$ cat src/rtl/fetch_sel_pkg.sv
package fetch_sel_pkg;

  localparam int unsigned SEL_ID_W = 8;

  typedef enum logic [1:0] {
    POL_ROTATE    = 2'd0,
    POL_OCCUPANCY = 2'd1,
    POL_BRANCH    = 2'd2,
    POL_MISS      = 2'd3
  } fetchPolicy_e;

  typedef enum logic [1:0] {
    SHAPE_SOLO    = 2'd0,
    SHAPE_HALVES  = 2'd1,
    SHAPE_SHARED  = 2'd2,
    SHAPE_SHARED2 = 2'd3
  } grantShape_e;

  typedef struct packed {
    logic                firstValid;
    logic [SEL_ID_W-1:0] firstId;
    logic                secondValid;
    logic [SEL_ID_W-1:0] secondId;
  } pickStrobe_t;

endpackage

$ cat src/rtl/fetch_sel_datapath.sv
module fetch_sel_datapath
  import fetch_sel_pkg::*;
#(
  parameter int unsigned NUM_THREADS = 8,
  parameter int unsigned FETCH_WIDTH = 8,
  parameter int unsigned MAX_OCC     = 64,
  parameter int unsigned MAX_BRANCH  = 16,
  parameter int unsigned MAX_MISS    = 8,
  localparam int unsigned TID_W  = $clog2(NUM_THREADS),
  localparam int unsigned LEN_W  = $clog2(FETCH_WIDTH + 1),
  localparam int unsigned OCC_W  = $clog2(MAX_OCC + 1),
  localparam int unsigned BR_W   = $clog2(MAX_BRANCH + 1),
  localparam int unsigned MISS_W = $clog2(MAX_MISS + 1)
) (
  input  logic                              clk,
  input  logic                              rstN,
  input  logic [1:0]                        shapeSel,
  input  logic [NUM_THREADS-1:0][LEN_W-1:0] blockLen,
  input  logic [NUM_THREADS-1:0][LEN_W-1:0] decodeCnt,
  input  logic [NUM_THREADS-1:0][LEN_W-1:0] issueCnt,
  input  logic [NUM_THREADS-1:0][OCC_W-1:0] squashCnt,
  input  logic [NUM_THREADS-1:0][LEN_W-1:0] branchEnter,
  input  logic [NUM_THREADS-1:0][LEN_W-1:0] branchDone,
  input  logic [NUM_THREADS-1:0]            missStart,
  input  logic [NUM_THREADS-1:0]            missEnd,
  input  pickStrobe_t                       picks,
  output logic [NUM_THREADS-1:0][OCC_W-1:0] occCnt,
  output logic [NUM_THREADS-1:0][BR_W-1:0]  brCnt,
  output logic [NUM_THREADS-1:0][MISS_W-1:0] missCnt,
  output logic                              grant0Valid,
  output logic [TID_W-1:0]                  grant0Id,
  output logic [LEN_W-1:0]                  grant0Budget,
  output logic                              grant1Valid,
  output logic [TID_W-1:0]                  grant1Id,
  output logic [LEN_W-1:0]                  grant1Budget
);

  localparam int unsigned OCC_SUM_W = OCC_W + 2;
  localparam int unsigned BR_SUM_W  = BR_W + 2;
  localparam int unsigned MISS_SUM_W = MISS_W + 1;
  localparam logic [LEN_W-1:0] FULL_CAP = LEN_W'(FETCH_WIDTH);
  localparam logic [LEN_W-1:0] HALF_CAP = LEN_W'(FETCH_WIDTH / 2);

  logic [NUM_THREADS-1:0][OCC_W-1:0]  occNext;
  logic [NUM_THREADS-1:0][BR_W-1:0]   brNext;
  logic [NUM_THREADS-1:0][MISS_W-1:0] missNext;

  // Per-thread counter arithmetic; all deltas land in the same cycle.
  always_comb begin
    for (int t = 0; t < NUM_THREADS; t++) begin
      logic [OCC_SUM_W-1:0]  occSum;
      logic [BR_SUM_W-1:0]   brSum;
      logic [MISS_SUM_W-1:0] missSum;
      occSum = OCC_SUM_W'(occCnt[t]) + OCC_SUM_W'(decodeCnt[t])
             - OCC_SUM_W'(issueCnt[t]) - OCC_SUM_W'(squashCnt[t]);
      brSum  = BR_SUM_W'(brCnt[t]) + BR_SUM_W'(branchEnter[t])
             - BR_SUM_W'(branchDone[t]);
      missSum = MISS_SUM_W'(missCnt[t]) + MISS_SUM_W'(missStart[t])
              - MISS_SUM_W'(missEnd[t]);
      occNext[t]  = occSum[OCC_W-1:0];
      brNext[t]   = brSum[BR_W-1:0];
      missNext[t] = missSum[MISS_W-1:0];
    end
  end

  always_ff @(posedge clk or negedge rstN) begin
    if (!rstN) begin
      occCnt  <= '0;
      brCnt   <= '0;
      missCnt <= '0;
    end else begin
      occCnt  <= occNext;
      brCnt   <= brNext;
      missCnt <= missNext;
    end
  end

  function automatic logic [LEN_W-1:0] lenMin(input logic [LEN_W-1:0] a,
                                               input logic [LEN_W-1:0] b);
    return (a < b) ? a : b;
  endfunction

  // Budget shaping.
  logic [TID_W-1:0] id0, id1;
  logic [LEN_W-1:0] cap, room, budget0, budget1Raw;
  logic             shared;

  always_comb begin
    id0        = picks.firstId[TID_W-1:0];
    id1        = picks.secondId[TID_W-1:0];
    shared     = shapeSel[1];
    cap        = (shapeSel == SHAPE_HALVES) ? HALF_CAP : FULL_CAP;
    budget0    = picks.firstValid ? lenMin(blockLen[id0], cap) : '0;
    room       = shared ? (FULL_CAP - budget0) : cap;
    budget1Raw = lenMin(blockLen[id1], room);

    grant0Valid  = picks.firstValid;
    grant0Id     = picks.firstValid ? id0 : '0;
    grant0Budget = budget0;
    grant1Valid  = picks.secondValid && (shapeSel != SHAPE_SOLO) && (budget1Raw != '0);
    grant1Id     = grant1Valid ? id1 : '0;
    grant1Budget = grant1Valid ? budget1Raw : '0;
  end

  // counters stay inside their bounds.
  for (genvar t = 0; t < NUM_THREADS; t++) begin : g_bound
    a_r2_occ_bound: assert property (@(posedge clk) disable iff (!rstN)
      (occCnt[t] <= OCC_W'(MAX_OCC)) && (brCnt[t] <= BR_W'(MAX_BRANCH))
      && (missCnt[t] <= MISS_W'(MAX_MISS)));
  end

  a_r9_shared_cap: assert property (@(posedge clk) disable iff (!rstN)
    shared |-> ((LEN_W+1)'(grant0Budget) + (LEN_W+1)'(grant1Budget)) <= (LEN_W+1)'(FETCH_WIDTH));

  a_r9_first_nonzero: assert property (@(posedge clk) disable iff (!rstN)
    grant0Valid |-> (grant0Budget != '0));

  a_r9_solo_single: assert property (@(posedge clk) disable iff (!rstN)
    (shapeSel == SHAPE_SOLO) |-> !grant1Valid);

endmodule

$ cat src/rtl/fetch_sel_control.sv
module fetch_sel_control
  import fetch_sel_pkg::*;
#(
  parameter int unsigned NUM_THREADS = 8,
  parameter int unsigned FETCH_WIDTH = 8,
  parameter int unsigned MAX_OCC     = 64,
  parameter int unsigned MAX_BRANCH  = 16,
  parameter int unsigned MAX_MISS    = 8,
  localparam int unsigned TID_W  = $clog2(NUM_THREADS),
  localparam int unsigned LEN_W  = $clog2(FETCH_WIDTH + 1),
  localparam int unsigned OCC_W  = $clog2(MAX_OCC + 1),
  localparam int unsigned BR_W   = $clog2(MAX_BRANCH + 1),
  localparam int unsigned MISS_W = $clog2(MAX_MISS + 1)
) (
  input  logic                               clk,
  input  logic                               rstN,
  input  logic [1:0]                         policySel,
  input  logic [NUM_THREADS-1:0]             readyMask,
  input  logic [NUM_THREADS-1:0]             icacheStall,
  input  logic [NUM_THREADS-1:0][LEN_W-1:0]  blockLen,
  input  logic [NUM_THREADS-1:0][OCC_W-1:0]  occCnt,
  input  logic [NUM_THREADS-1:0][BR_W-1:0]   brCnt,
  input  logic [NUM_THREADS-1:0][MISS_W-1:0] missCnt,
  input  logic                               secondGranted,
  output pickStrobe_t                        picks
);

  localparam int unsigned KW0   = (OCC_W > BR_W) ? OCC_W : BR_W;
  localparam int unsigned KEY_W = (KW0 > MISS_W) ? KW0 : MISS_W;
  localparam int unsigned DIST_W = TID_W + 1;

  logic [NUM_THREADS-1:0]              eligible;
  logic [NUM_THREADS-1:0][KEY_W-1:0]   keys;
  logic [NUM_THREADS-1:0][DIST_W-1:0]  dists;
  logic [TID_W-1:0]                    ptr;

  for (genvar t = 0; t < NUM_THREADS; t++) begin : g_rank
    assign eligible[t] = readyMask[t] & ~icacheStall[t] & (blockLen[t] != '0);

    always_comb begin
      unique case (fetchPolicy_e'(policySel))
        POL_OCCUPANCY: keys[t] = KEY_W'(occCnt[t]);
        POL_BRANCH:    keys[t] = KEY_W'(brCnt[t]);
        POL_MISS:      keys[t] = KEY_W'(missCnt[t]);
        default:       keys[t] = '0;
      endcase
      if (TID_W'(t) >= ptr) dists[t] = DIST_W'(t) - DIST_W'(ptr);
      else                  dists[t] = DIST_W'(t) + DIST_W'(NUM_THREADS) - DIST_W'(ptr);
    end
  end

  // Returns {found, id} of the lowest {key, distance} in mask.
  function automatic logic [TID_W:0] pickBest(
      input logic [NUM_THREADS-1:0]             mask,
      input logic [NUM_THREADS-1:0][KEY_W-1:0]  k,
      input logic [NUM_THREADS-1:0][DIST_W-1:0] d);
    logic             found;
    logic [TID_W-1:0] best;
    logic [KEY_W-1:0] bestKey;
    logic [DIST_W-1:0] bestDist;
    found = 1'b0; best = '0; bestKey = '0; bestDist = '0;
    for (int i = 0; i < NUM_THREADS; i++) begin
      if (mask[i] && (!found || (k[i] < bestKey)
                      || ((k[i] == bestKey) && (d[i] < bestDist)))) begin
        found = 1'b1; best = TID_W'(i); bestKey = k[i]; bestDist = d[i];
      end
    end
    return {found, best};
  endfunction

  logic [TID_W:0]         first, second;
  logic [NUM_THREADS-1:0] restMask;

  always_comb begin
    first    = pickBest(eligible, keys, dists);
    restMask = eligible & ~(NUM_THREADS'(1) << first[TID_W-1:0]);
    second   = pickBest(first[TID_W] ? restMask : '0, keys, dists);
    picks.firstValid  = first[TID_W];
    picks.firstId     = SEL_ID_W'(first[TID_W-1:0]);
    picks.secondValid = second[TID_W];
    picks.secondId    = SEL_ID_W'(second[TID_W-1:0]);
  end

  // Pointer moves one past the last thread granted.
  logic [TID_W-1:0] lastId, nextPtr;
  always_comb begin
    lastId  = secondGranted ? second[TID_W-1:0] : first[TID_W-1:0];
    nextPtr = (lastId == TID_W'(NUM_THREADS - 1)) ? '0 : lastId + 1'b1;
  end

  always_ff @(posedge clk or negedge rstN) begin
    if (!rstN)                 ptr <= '0;
    else if (picks.firstValid) ptr <= nextPtr;
  end

  // Checker helpers.
  logic [TID_W-1:0] chkId0, chkId1;
  logic             lowerSeen;
  always_comb begin
    chkId0    = picks.firstId[TID_W-1:0];
    chkId1    = picks.secondId[TID_W-1:0];
    lowerSeen = 1'b0;
    for (int i = 0; i < NUM_THREADS; i++)
      if (eligible[i] && (keys[i] < keys[chkId0])) lowerSeen = 1'b1;
  end

  a_r3_first_eligible: assert property (@(posedge clk) disable iff (!rstN)
    picks.firstValid |-> eligible[chkId0]);

  a_r3_idle_when_none: assert property (@(posedge clk) disable iff (!rstN)
    (eligible == '0) |-> (!picks.firstValid && !picks.secondValid));

  a_r5_first_minimal: assert property (@(posedge clk) disable iff (!rstN)
    picks.firstValid |-> !lowerSeen);

  a_r8_second_behind: assert property (@(posedge clk) disable iff (!rstN)
    picks.secondValid |-> ((keys[chkId0] < keys[chkId1])
      || ((keys[chkId0] == keys[chkId1]) && (dists[chkId0] < dists[chkId1]))));

  a_r10_distinct: assert property (@(posedge clk) disable iff (!rstN)
    picks.secondValid |-> (picks.firstValid && (chkId0 != chkId1) && eligible[chkId1]));

  a_r10_single_when_one: assert property (@(posedge clk) disable iff (!rstN)
    ($countones(eligible) == 1) |-> !picks.secondValid);

endmodule

$ cat src/rtl/fetch_selector.sv
module fetch_selector
  import fetch_sel_pkg::*;
#(
  parameter int unsigned NUM_THREADS = 8,
  parameter int unsigned FETCH_WIDTH = 8,
  parameter int unsigned MAX_OCC     = 64,
  parameter int unsigned MAX_BRANCH  = 16,
  parameter int unsigned MAX_MISS    = 8,
  localparam int unsigned TID_W  = $clog2(NUM_THREADS),
  localparam int unsigned LEN_W  = $clog2(FETCH_WIDTH + 1),
  localparam int unsigned OCC_W  = $clog2(MAX_OCC + 1),
  localparam int unsigned BR_W   = $clog2(MAX_BRANCH + 1),
  localparam int unsigned MISS_W = $clog2(MAX_MISS + 1)
) (
  input  logic                              clk,
  input  logic                              rstN,
  input  logic [1:0]                        policySel,
  input  logic [1:0]                        shapeSel,
  input  logic [NUM_THREADS-1:0]            readyMask,
  input  logic [NUM_THREADS-1:0]            icacheStall,
  input  logic [NUM_THREADS-1:0][LEN_W-1:0] blockLen,
  input  logic [NUM_THREADS-1:0][LEN_W-1:0] decodeCnt,
  input  logic [NUM_THREADS-1:0][LEN_W-1:0] issueCnt,
  input  logic [NUM_THREADS-1:0][OCC_W-1:0] squashCnt,
  input  logic [NUM_THREADS-1:0][LEN_W-1:0] branchEnter,
  input  logic [NUM_THREADS-1:0][LEN_W-1:0] branchDone,
  input  logic [NUM_THREADS-1:0]            missStart,
  input  logic [NUM_THREADS-1:0]            missEnd,
  output logic                              grant0Valid,
  output logic [TID_W-1:0]                  grant0Id,
  output logic [LEN_W-1:0]                  grant0Budget,
  output logic                              grant1Valid,
  output logic [TID_W-1:0]                  grant1Id,
  output logic [LEN_W-1:0]                  grant1Budget
);

  pickStrobe_t                        picks;
  logic [NUM_THREADS-1:0][OCC_W-1:0]  occCnt;
  logic [NUM_THREADS-1:0][BR_W-1:0]   brCnt;
  logic [NUM_THREADS-1:0][MISS_W-1:0] missCnt;

  fetch_sel_control #(
    .NUM_THREADS(NUM_THREADS), .FETCH_WIDTH(FETCH_WIDTH), .MAX_OCC(MAX_OCC),
    .MAX_BRANCH(MAX_BRANCH), .MAX_MISS(MAX_MISS)
  ) i_control (
    .clk(clk), .rstN(rstN), .policySel(policySel), .readyMask(readyMask),
    .icacheStall(icacheStall), .blockLen(blockLen), .occCnt(occCnt),
    .brCnt(brCnt), .missCnt(missCnt), .secondGranted(grant1Valid), .picks(picks)
  );

  fetch_sel_datapath #(
    .NUM_THREADS(NUM_THREADS), .FETCH_WIDTH(FETCH_WIDTH), .MAX_OCC(MAX_OCC),
    .MAX_BRANCH(MAX_BRANCH), .MAX_MISS(MAX_MISS)
  ) i_datapath (
    .clk(clk), .rstN(rstN), .shapeSel(shapeSel), .blockLen(blockLen),
    .decodeCnt(decodeCnt), .issueCnt(issueCnt), .squashCnt(squashCnt),
    .branchEnter(branchEnter), .branchDone(branchDone), .missStart(missStart),
    .missEnd(missEnd), .picks(picks), .occCnt(occCnt), .brCnt(brCnt),
    .missCnt(missCnt), .grant0Valid(grant0Valid), .grant0Id(grant0Id),
    .grant0Budget(grant0Budget), .grant1Valid(grant1Valid), .grant1Id(grant1Id),
    .grant1Budget(grant1Budget)
  );

endmodule

$ cat config.mk
export PLATFORM = sky130hd
export DESIGN_NAME = fetch_selector
export DESIGN_NICKNAME = d
export VERILOG_FILES = /design/src/rtl/fetch_sel_pkg.sv /design/src/rtl/fetch_sel_datapath.sv /design/src/rtl/fetch_sel_control.sv /design/src/rtl/fetch_selector.sv
export SDC_FILE = /design/constraint.sdc
export NUM_CORES = 1
export LEC_CHECK = 0
export BUFFER_PORTS_ARGS = -buffer_cell sky130_fd_sc_hd__clkbuf_2
export CORE_UTILIZATION = 54
export DETAILED_ROUTE_END_ITERATION = 7
export PLACE_DENSITY = 0.79
export SLEW_MARGIN = 20
export SYNTH_ARGS = -nofsm -noshare
export SYNTH_HDL_FRONTEND = slang
export SYNTH_SLANG_ARGS = --single-unit
$ cat constraint.sdc
create_clock -name clk -period 34.8 [get_ports clk]
set_input_delay 1.74 -clock clk [delete_from_list [all_inputs] [get_ports clk]]
set_output_delay 1.74 -clock clk [all_outputs]
set_load 0.05 [all_outputs]
; ---- Yosys cells after proc, flatten, opt, wreduce, memory -nomap -nowiden
; Index checks and enable logic that the tools add are counted.
[totals]
ff_bits = 131
word_cells = 356
[op_classes]
add_sub_neg = 74
magnitude_cmp = 40
eq_ne = 19
shift = 1
muxes = 89
bitwise_logic = 26
n_reduce_logical = 82
[op_table]
columns = operator, count
row1 = case mux 7 bit (3 select lines), 8
row2 = two-way mux 4 bit, 30
row3 = == test 7 bit, 14
row4 = less-than comparator 7 bit, 14
row5 = two-way mux 7 bit, 14
row6 = less-than comparator 4 bit, 16
row7 = adder 7 x 4 -> 7 bit, 8
row8 = subtractor 7 x 4 -> 7 bit, 8
row9 = subtractor 7 bit, 8
row10 = adder 5 x 4 -> 5 bit, 8
row11 = subtractor 5 x 4 -> 5 bit, 8
row12 = two-way mux 3 bit, 12
row13 = nonzero test 4 bit, 9
row14 = adder 4 x 1 -> 4 bit, 8
row15 = subtractor 4 x 1 -> 4 bit, 8
row16 = "subtractor 4 x 3 -> 4 bit, first input constant", 8
row17 = logical AND 1 bit, 30
row18 = logical OR 1 bit, 28
row19 = binary-select mux 4 bit (select 3 bit), 2
row20 = two-way mux 1 bit, 18
row21 = bitwise AND 1 bit, 16
row22 = "subtractor 3 x 3 -> 4 bit, first input constant", 4
row23 = zero test 1 bit, 14
row24 = "greater-or-equal comparator 3 bit, first input constant", 4
row25 = 17 further kinds, 34

; ---- Logic depth before layout (Yosys ltp)
[logic_depth]
word_depth = 88
mapped_depth = 200

; ---- By module
; A second synthesis with hierarchy kept.
[hier_totals]
cells_unflattened = 2049
area_unflattened_um2 = 18646.6
[by_module_without_submodules]
columns = mod, instances, cells_each, area_per_inst_um2, seq_area_each_um2
row1 = fetch_sel_datapath, 1, 1087, 11451.0, 3203.1
row2 = fetch_sel_control, 1, 962, 7195.7, 75.1

; ---- Worst setup path after synthesis
; No wires, ideal clock.
[synth_path]
path_type = input port to output port
start = input blockLen[0] (netlist bit)
end = output grant1Id[0]
arrival_time_ns = 33.930
required_time_ns = 33.060
slack_ns = -0.870
path_stages = 175
n_path_buf = 17
path_cell_list = or4_4 > and2_1 > clkbuf_1 > nand2_1 > ha_1 > a211oi_1 > nor2_1 > or4_1 > buf_2 > and3_1 > clkbuf_1 > clkbuf_1 > nand2_1 > o21ai_0 > ha_1 > nand4_1 > a211o_1 > or3_1 > [... 139 more ...] > a21oi_1 > a21boi_0 > o21ai_2 > a211oi_4 > mux2i_1 > o2111ai_1 > nand2_1 > inv_1 > ha_1 > o21ai_0 > nand2b_1 > a21oi_1 > a21o_1 > nor3b_1 > nand2_1 > nand2_1 > a21o_2 > nor2_1
[synth_between]
elab_chain_cells = 85
[synth_rtl]
columns = item, line_no
row1 = start: declaration, fetch_selector.sv:21  ; input logic [NUM_THREADS-1:0][LEN_W-1:0] blockLen,
row2 = nonzero test 4 bit, fetch_sel_control.sv:38  ; assign eligible[t] = readyMask[t] & ~icacheStall[t] & (blockLen[t] != '0);
row3 = bitwise AND 1 bit, fetch_sel_control.sv:38
row4 = two-way mux 7 bit (tied with other cells), fetch_sel_control.sv:63  ; if (mask[i] && (!found || (k[i] < bestKey)
row5 = less-than comparator 7 bit (tied with other cells), fetch_sel_control.sv:63
row6 = logical OR 1 bit / logical AND 1 bit (equally long branches), "fetch_sel_control.sv:63, fetch_sel_control.sv:64"
row7 = logical OR 1 bit, fetch_sel_control.sv:64  ; || ((k[i] == bestKey) && (d[i] < bestDist)))) begin
row8 = logical AND 1 bit, fetch_sel_control.sv:63
row9 = two-way mux 7 bit (tied with other cells), fetch_sel_control.sv:63
row10 = [... 69 more ...], -
row11 = two-way mux 3 bit, fetch_sel_control.sv:63
row12 = binary-select mux 4 bit (select 3 bit), fetch_sel_datapath.sv:95  ; budget1Raw = lenMin(blockLen[id1], room);
row13 = two-way mux 4 bit (implied by the code), fetch_sel_datapath.sv:95
row14 = less-than comparator 4 bit, fetch_sel_datapath.sv:80  ; return (a < b) ? a : b;
row15 = two-way mux 4 bit, fetch_sel_datapath.sv:80
row16 = nonzero test 4 bit, fetch_sel_datapath.sv:100  ; grant1Valid = picks.secondValid && (shapeSel != SHAPE_SOLO) && (budget1Raw != '0);
row17 = logical AND 1 bit, fetch_sel_datapath.sv:100
row18 = two-way mux 3 bit *, fetch_sel_datapath.sv:101  ; grant1Id = grant1Valid ? id1 : '0;
row19 = end: declaration, fetch_selector.sv:33  ; output logic [TID_W-1:0] grant1Id,
; Mark *: on every way between the ends. The rest lies on a longest branch, timed or not. The select of a mux whose other input is x is not followed.

; ---- Worst setup path in the final report
[layout_path]
start = input policySel[1]
end = output grant1Valid
[layout_between]
elab_chain_cells = 84
[layout_rtl]
columns = item, line_no
row1 = start: declaration, fetch_selector.sv:17  ; input logic [1:0] policySel,
row2 = == test 2 bit / == test 2 x 1 -> 1 bit (equally long branches), fetch_sel_control.sv:41  ; unique case (fetchPolicy_e'(policySel))
row3 = case mux 7 bit (3 select lines), fetch_sel_control.sv:41
row4 = two-way mux 7 bit, fetch_sel_control.sv:63
row5 = less-than comparator 7 bit / == test 7 bit (equally long branches), "fetch_sel_control.sv:63, fetch_sel_control.sv:64"
row6 = logical OR 1 bit / logical AND 1 bit (equally long branches), "fetch_sel_control.sv:63, fetch_sel_control.sv:64"
row7 = logical OR 1 bit, fetch_sel_control.sv:64
row8 = logical AND 1 bit, fetch_sel_control.sv:63
row9 = two-way mux 7 bit (tied with other cells), fetch_sel_control.sv:63
row10 = [... 68 more ...], -
row11 = logical AND 1 bit, fetch_sel_control.sv:63
row12 = two-way mux 3 bit, fetch_sel_control.sv:63
row13 = binary-select mux 4 bit (select 3 bit), fetch_sel_datapath.sv:95
row14 = two-way mux 4 bit (implied by the code), fetch_sel_datapath.sv:95
row15 = less-than comparator 4 bit, fetch_sel_datapath.sv:80
row16 = two-way mux 4 bit, fetch_sel_datapath.sv:80
row17 = nonzero test 4 bit, fetch_sel_datapath.sv:100
row18 = logical AND 1 bit *, fetch_sel_datapath.sv:100
row19 = end: declaration, fetch_selector.sv:32  ; output logic grant1Valid,
; Marked as above.

==> impl_metrics.env <==
export IMPL_cts_htree_levels=4
export IMPL_global_route_wire_length_before_repair_um=89100
export IMPL_path_common_cell="ha_1"
export IMPL_final_slew_violations=0
export IMPL_layout_filler_cells=2784
export IMPL_globalRouteOverflowTotal=0
export IMPL_max_cap_viol_count=0
export IMPL_synth_ff_latch_count=131
export IMPL_std_cell_rows=67
export IMPL_crit_arrival_ps=31580
export IMPL_synth_top_cell_area_share=0.211
export IMPL_postSynthCellCount=2178
export IMPL_endpoint_kind="output pin"
export IMPL_worst_slew_margin_rel=0.308
export IMPL_firstDrtPassIters=5
export IMPL_diodes=0
export IMPL_core_footprint_um2=33700
export IMPL_p_sw_mw=1.34
export IMPL_critPathLaunch="policySel[1]"
export IMPL_clock_insertion_delay_worst_skew_ps=450
export IMPL_synth_yosys_warnings=0
export IMPL_io_buffer_count=269
export IMPL_routed_via_density=5.71
export IMPL_power_density_cell_area_nw_per_um2=117
export IMPL_grtUsageTotal=0.321
export IMPL_antenna_violations_before_repair=1
export IMPL_final_hold_violation_count=0
export IMPL_p_seq_frac=0.116
export IMPL_drive_above_1_share=0.231
export IMPL_post_synth_top_area_cell="ha_1"
export IMPL_r2r_start="i_control.ptr[1]$_DFFE_PN0N_"
export IMPL_share_comb_of_total_power=0.815
export IMPL_status="completed"
export IMPL_hold_slack_ps=606
export IMPL_synth_sequential_area_ratio=0.176
export IMPL_timing_critical_path_fanout_max=8
export IMPL_initialDrtViolationCount=1193
export IMPL_num_io_pins=270
export IMPL_min_period_over_period=0.958
export IMPL_timing_setup_critical_path_class="input pin to output pin"
export IMPL_p_int_mw=1.32
export IMPL_area_growth_synth_to_final_pct=21.8
export IMPL_power_switching_fraction=0.503
export IMPL_fmax_mhz=30.0
export IMPL_class_of_the_tightest_hold_or_removal_check="flip-flop to flip-flop"
export IMPL_die_height_um=188
export IMPL_hold_path_origin="i_datapath.brCnt[39]$_DFF_PN0_"
export IMPL_grt_pass1_vias=17400
export IMPL_chipWidth_um=188
export IMPL_numClockSinks=131
export IMPL_post_layout_total_power_mw=2.65
export IMPL_nNetsFinal=3233
export IMPL_critical_path_max_stage_delay_ps=600
export IMPL_design_die_area_um2=35200
export IMPL_number_of_library_cell_types_mapped_by_synthesis=99
export IMPL_synthesis_area_per_instance_um2=8.54
export IMPL_cts_tree="done"
export IMPL_irDropWorstVdd_mv=0.125
export IMPL_wl_um=56900
export IMPL_globalplace_congestion=1.03
export IMPL_route_detailed_wl_per_inst_um=18.8
export IMPL_clock_power_share=0.068
export IMPL_cts_path_max_buffers=2
export IMPL_netlist_top_cells_area="ha_1 (21%), dfrtp_1 (18%), fa_1 (11%)"
export IMPL_cp_start_kind="input pin"
export IMPL_num_vias=17200
export IMPL_cts_buffers_inserted=17
export IMPL_netlist_area_um2=18600
export IMPL_antenna_nets_post_route=0
export IMPL_commonest_register_cell_after_synthesis="dfrtp_1"
export IMPL_post_route_drc=0
export IMPL_grt_start_max_net_pins=69
export IMPL_critPathSlowestCell="or4_4"
export IMPL_layout_area_seq_um2=3280
export IMPL_postSynth_asyncResetShare=1.00
export IMPL_floorplan_initialDensity=0.552
export IMPL_worst_pin_slew_ps=1030
export IMPL_setup_violations_final=0
export IMPL_power_leakage_nw=11.9
export IMPL_synth_edff_count=0
export IMPL_clock_tree_root_cell="clkbuf_16"
export IMPL_final_period_minus_worst_setup_slack_ps=33320
export IMPL_path_clk_slew_ps=60
export IMPL_place_detailed_hpwl_um=46700
export IMPL_multiInputGateArea_um2=14000
export IMPL_fin_skew_ps=8.34
export IMPL_worst_endpoint_required_ps=33060
-- worst max-delay path: cells and delay by family --
kind            cells  cell delay [ps]
mux                 4             1180
buf+inv            21             2930
fa+ha+maj          15             4430
compound gates     80            13480
simple gates       56             7770
-- routing by layer --
metal | up-vias | global-route usage | wire length [um]
met1 | 8287 | 0.426 | 24400
met2 | 686 | 0.532 | 26900
met4 | 0 | 0.109 | 1640
met3 | 109 | 0.0520 | 4050
li1 | 8153 | - | -
met5 | - | 0 | 0
-- logic make-up (layout without fill, tap and decap cells) --
family / after synthesis / count (layout) / share of synthesized area
xor gates and xnor gates: 126 / 126 / 0.0593
other: 1 / 2 / 0.000202
muxes: 52 / 52 / 0.0300
adders and majority gates: 418 / 418 / 0.323
buffers and inverters: 483 / 873 / 0.0986
DFF: 131 / 131 / 0.176
AOI/OAI and AO/OA: 546 / 548 / 0.202
and+or+nand+nor: 421 / 423 / 0.111
-- area by class of cell --
cell class	count	share of cell area
multi-input cells	1569	0.619
inverters	435	0.0721
clock inverters	9	0.00464
clock buffers	22	0.0209
well taps	448	0.0247
flip-flops and latches	131	0.145
repair buffers	407	0.114
-- final timing paths --
kind / to / slack, ps / cells after the start
max reg2reg: i_control.ptr[2]$_DFFE_PN0N_ / 3580 / 183
min: i_datapath.brCnt[39]$_DFF_PN0_ / 610 / 2
min reg2reg: i_datapath.brCnt[39]$_DFF_PN0_ / 610 / 2
max in group asynchronous: i_datapath.brCnt[36]$_DFF_PN0_ / 32160 / 2
min in group asynchronous: i_datapath.missCnt[0]$_DFF_PN0_ / 1280 / 1
max: grant1Valid / 1480 / 176
-- registers in the layout, indices dropped and copies added (netlist names) --
| signal | cells |
|---|---|
| i_control.ptr | 3 |
| i_datapath.missCnt | 32 |
| i_datapath.brCnt | 40 |
| i_datapath.occCnt | 56 |
-- stage by stage --
stage	setup slack, ps	util	std cells	cell area, um2	setup TNS [ps]
finish	1480	0.673	3021	22700	0
global route	-144	0.673	3021	22700	-758
CTS	27.6	0.649	2977	21900	0
detailed placement	-906	0.629	2943	21200	-5780
global placement	-142	0.629	2943	21200	-554
floorplan	73.6	-	2179	18600	0
-- power groups by stage --
stage | registers (mW) | clock network, mW | logic (mW)
2_1_floorplan | 0.295 | 0 | 1.44
3_3_place_gp | 0.306 | 0 | 1.93
3_5_place_dp | 0.310 | 0 | 2.01
4_1_cts | 0.309 | 0.184 | 2.04
5_1_grt | 0.319 | 0.191 | 2.38
6_report | 0.309 | 0.181 | 2.16
-- cells in the mapped netlist, types with 14 or more instances --
| cell | instances |
|---|---|
| xnor2_1 | 110 |
| nand2_1 | 150 |
| nor2b_1 | 19 |
| nand3_1 | 25 |
| and2_1 | 17 |
| a211oi_1 | 21 |
| nor3_1 | 14 |
| dfrtp_1 | 131 |
| a22oi_1 | 18 |
| mux2_2 | 23 |
| inv_1 | 434 |
| nand4_1 | 17 |
| o21bai_1 | 20 |
| mux2i_1 | 27 |
| o21ai_0 | 108 |
| a22o_1 | 32 |
| clkbuf_1 | 38 |
| ha_1 | 314 |
| a21oi_1 | 158 |
| xor2_1 | 16 |
| a21o_1 | 59 |
| nor2_1 | 94 |
| fa_1 | 104 |
| nand2b_1 | 15 |
| o21a_1 | 22 |
-- layout by cell type, fill, tap and decap left out, types with 7 or more instances in the layout --
| cell type | instances |
|---|---|
| a211oi_2 | 7 |
| o21ai_1 | 19 |
| nor3_1 | 11 |
| o21ai_0 | 85 |
| ha_1 | 312 |
| a22o_1 | 31 |
| inv_1 | 432 |
| clkbuf_16 | 17 |
| mux2_2 | 19 |
| and2_1 | 13 |
| o21ai_2 | 14 |
| buf_4 | 126 |
| nand4_1 | 17 |
| o21bai_1 | 18 |
| nand3_1 | 24 |
| clkbuf_2 | 260 |
| a211oi_1 | 16 |
| xor2_1 | 16 |
| nand2_1 | 146 |
| a31oi_1 | 8 |
| a21oi_1 | 136 |
| mux2i_1 | 23 |
| o211ai_1 | 7 |
| buf_12 | 13 |
| a21oi_2 | 28 |
| xnor2_1 | 110 |
| nand4b_1 | 7 |
| or3_1 | 9 |
| nand2b_1 | 15 |
| nor2b_1 | 17 |
| a22oi_1 | 16 |
| o211a_1 | 7 |
| a21o_1 | 59 |
| dfrtp_1 | 131 |
| o21a_1 | 21 |
| nor2_1 | 91 |
| fa_1 | 104 |
| nand3b_1 | 10 |
-- repair_timing --
| item | 4_1_cts | 5_1_grt |
|---|---|---|
| gates resized for setup | 15 | 123 |
| hold buffers | 0 | 0 |
| setup endpoints to repair | 7 | 11 |
| cloned | 0 | 5 |
| setup buffers | 3 | 39 |
| pin swaps | 1 | 40 |
Note: power is estimated with default switching activity, not from simulation.
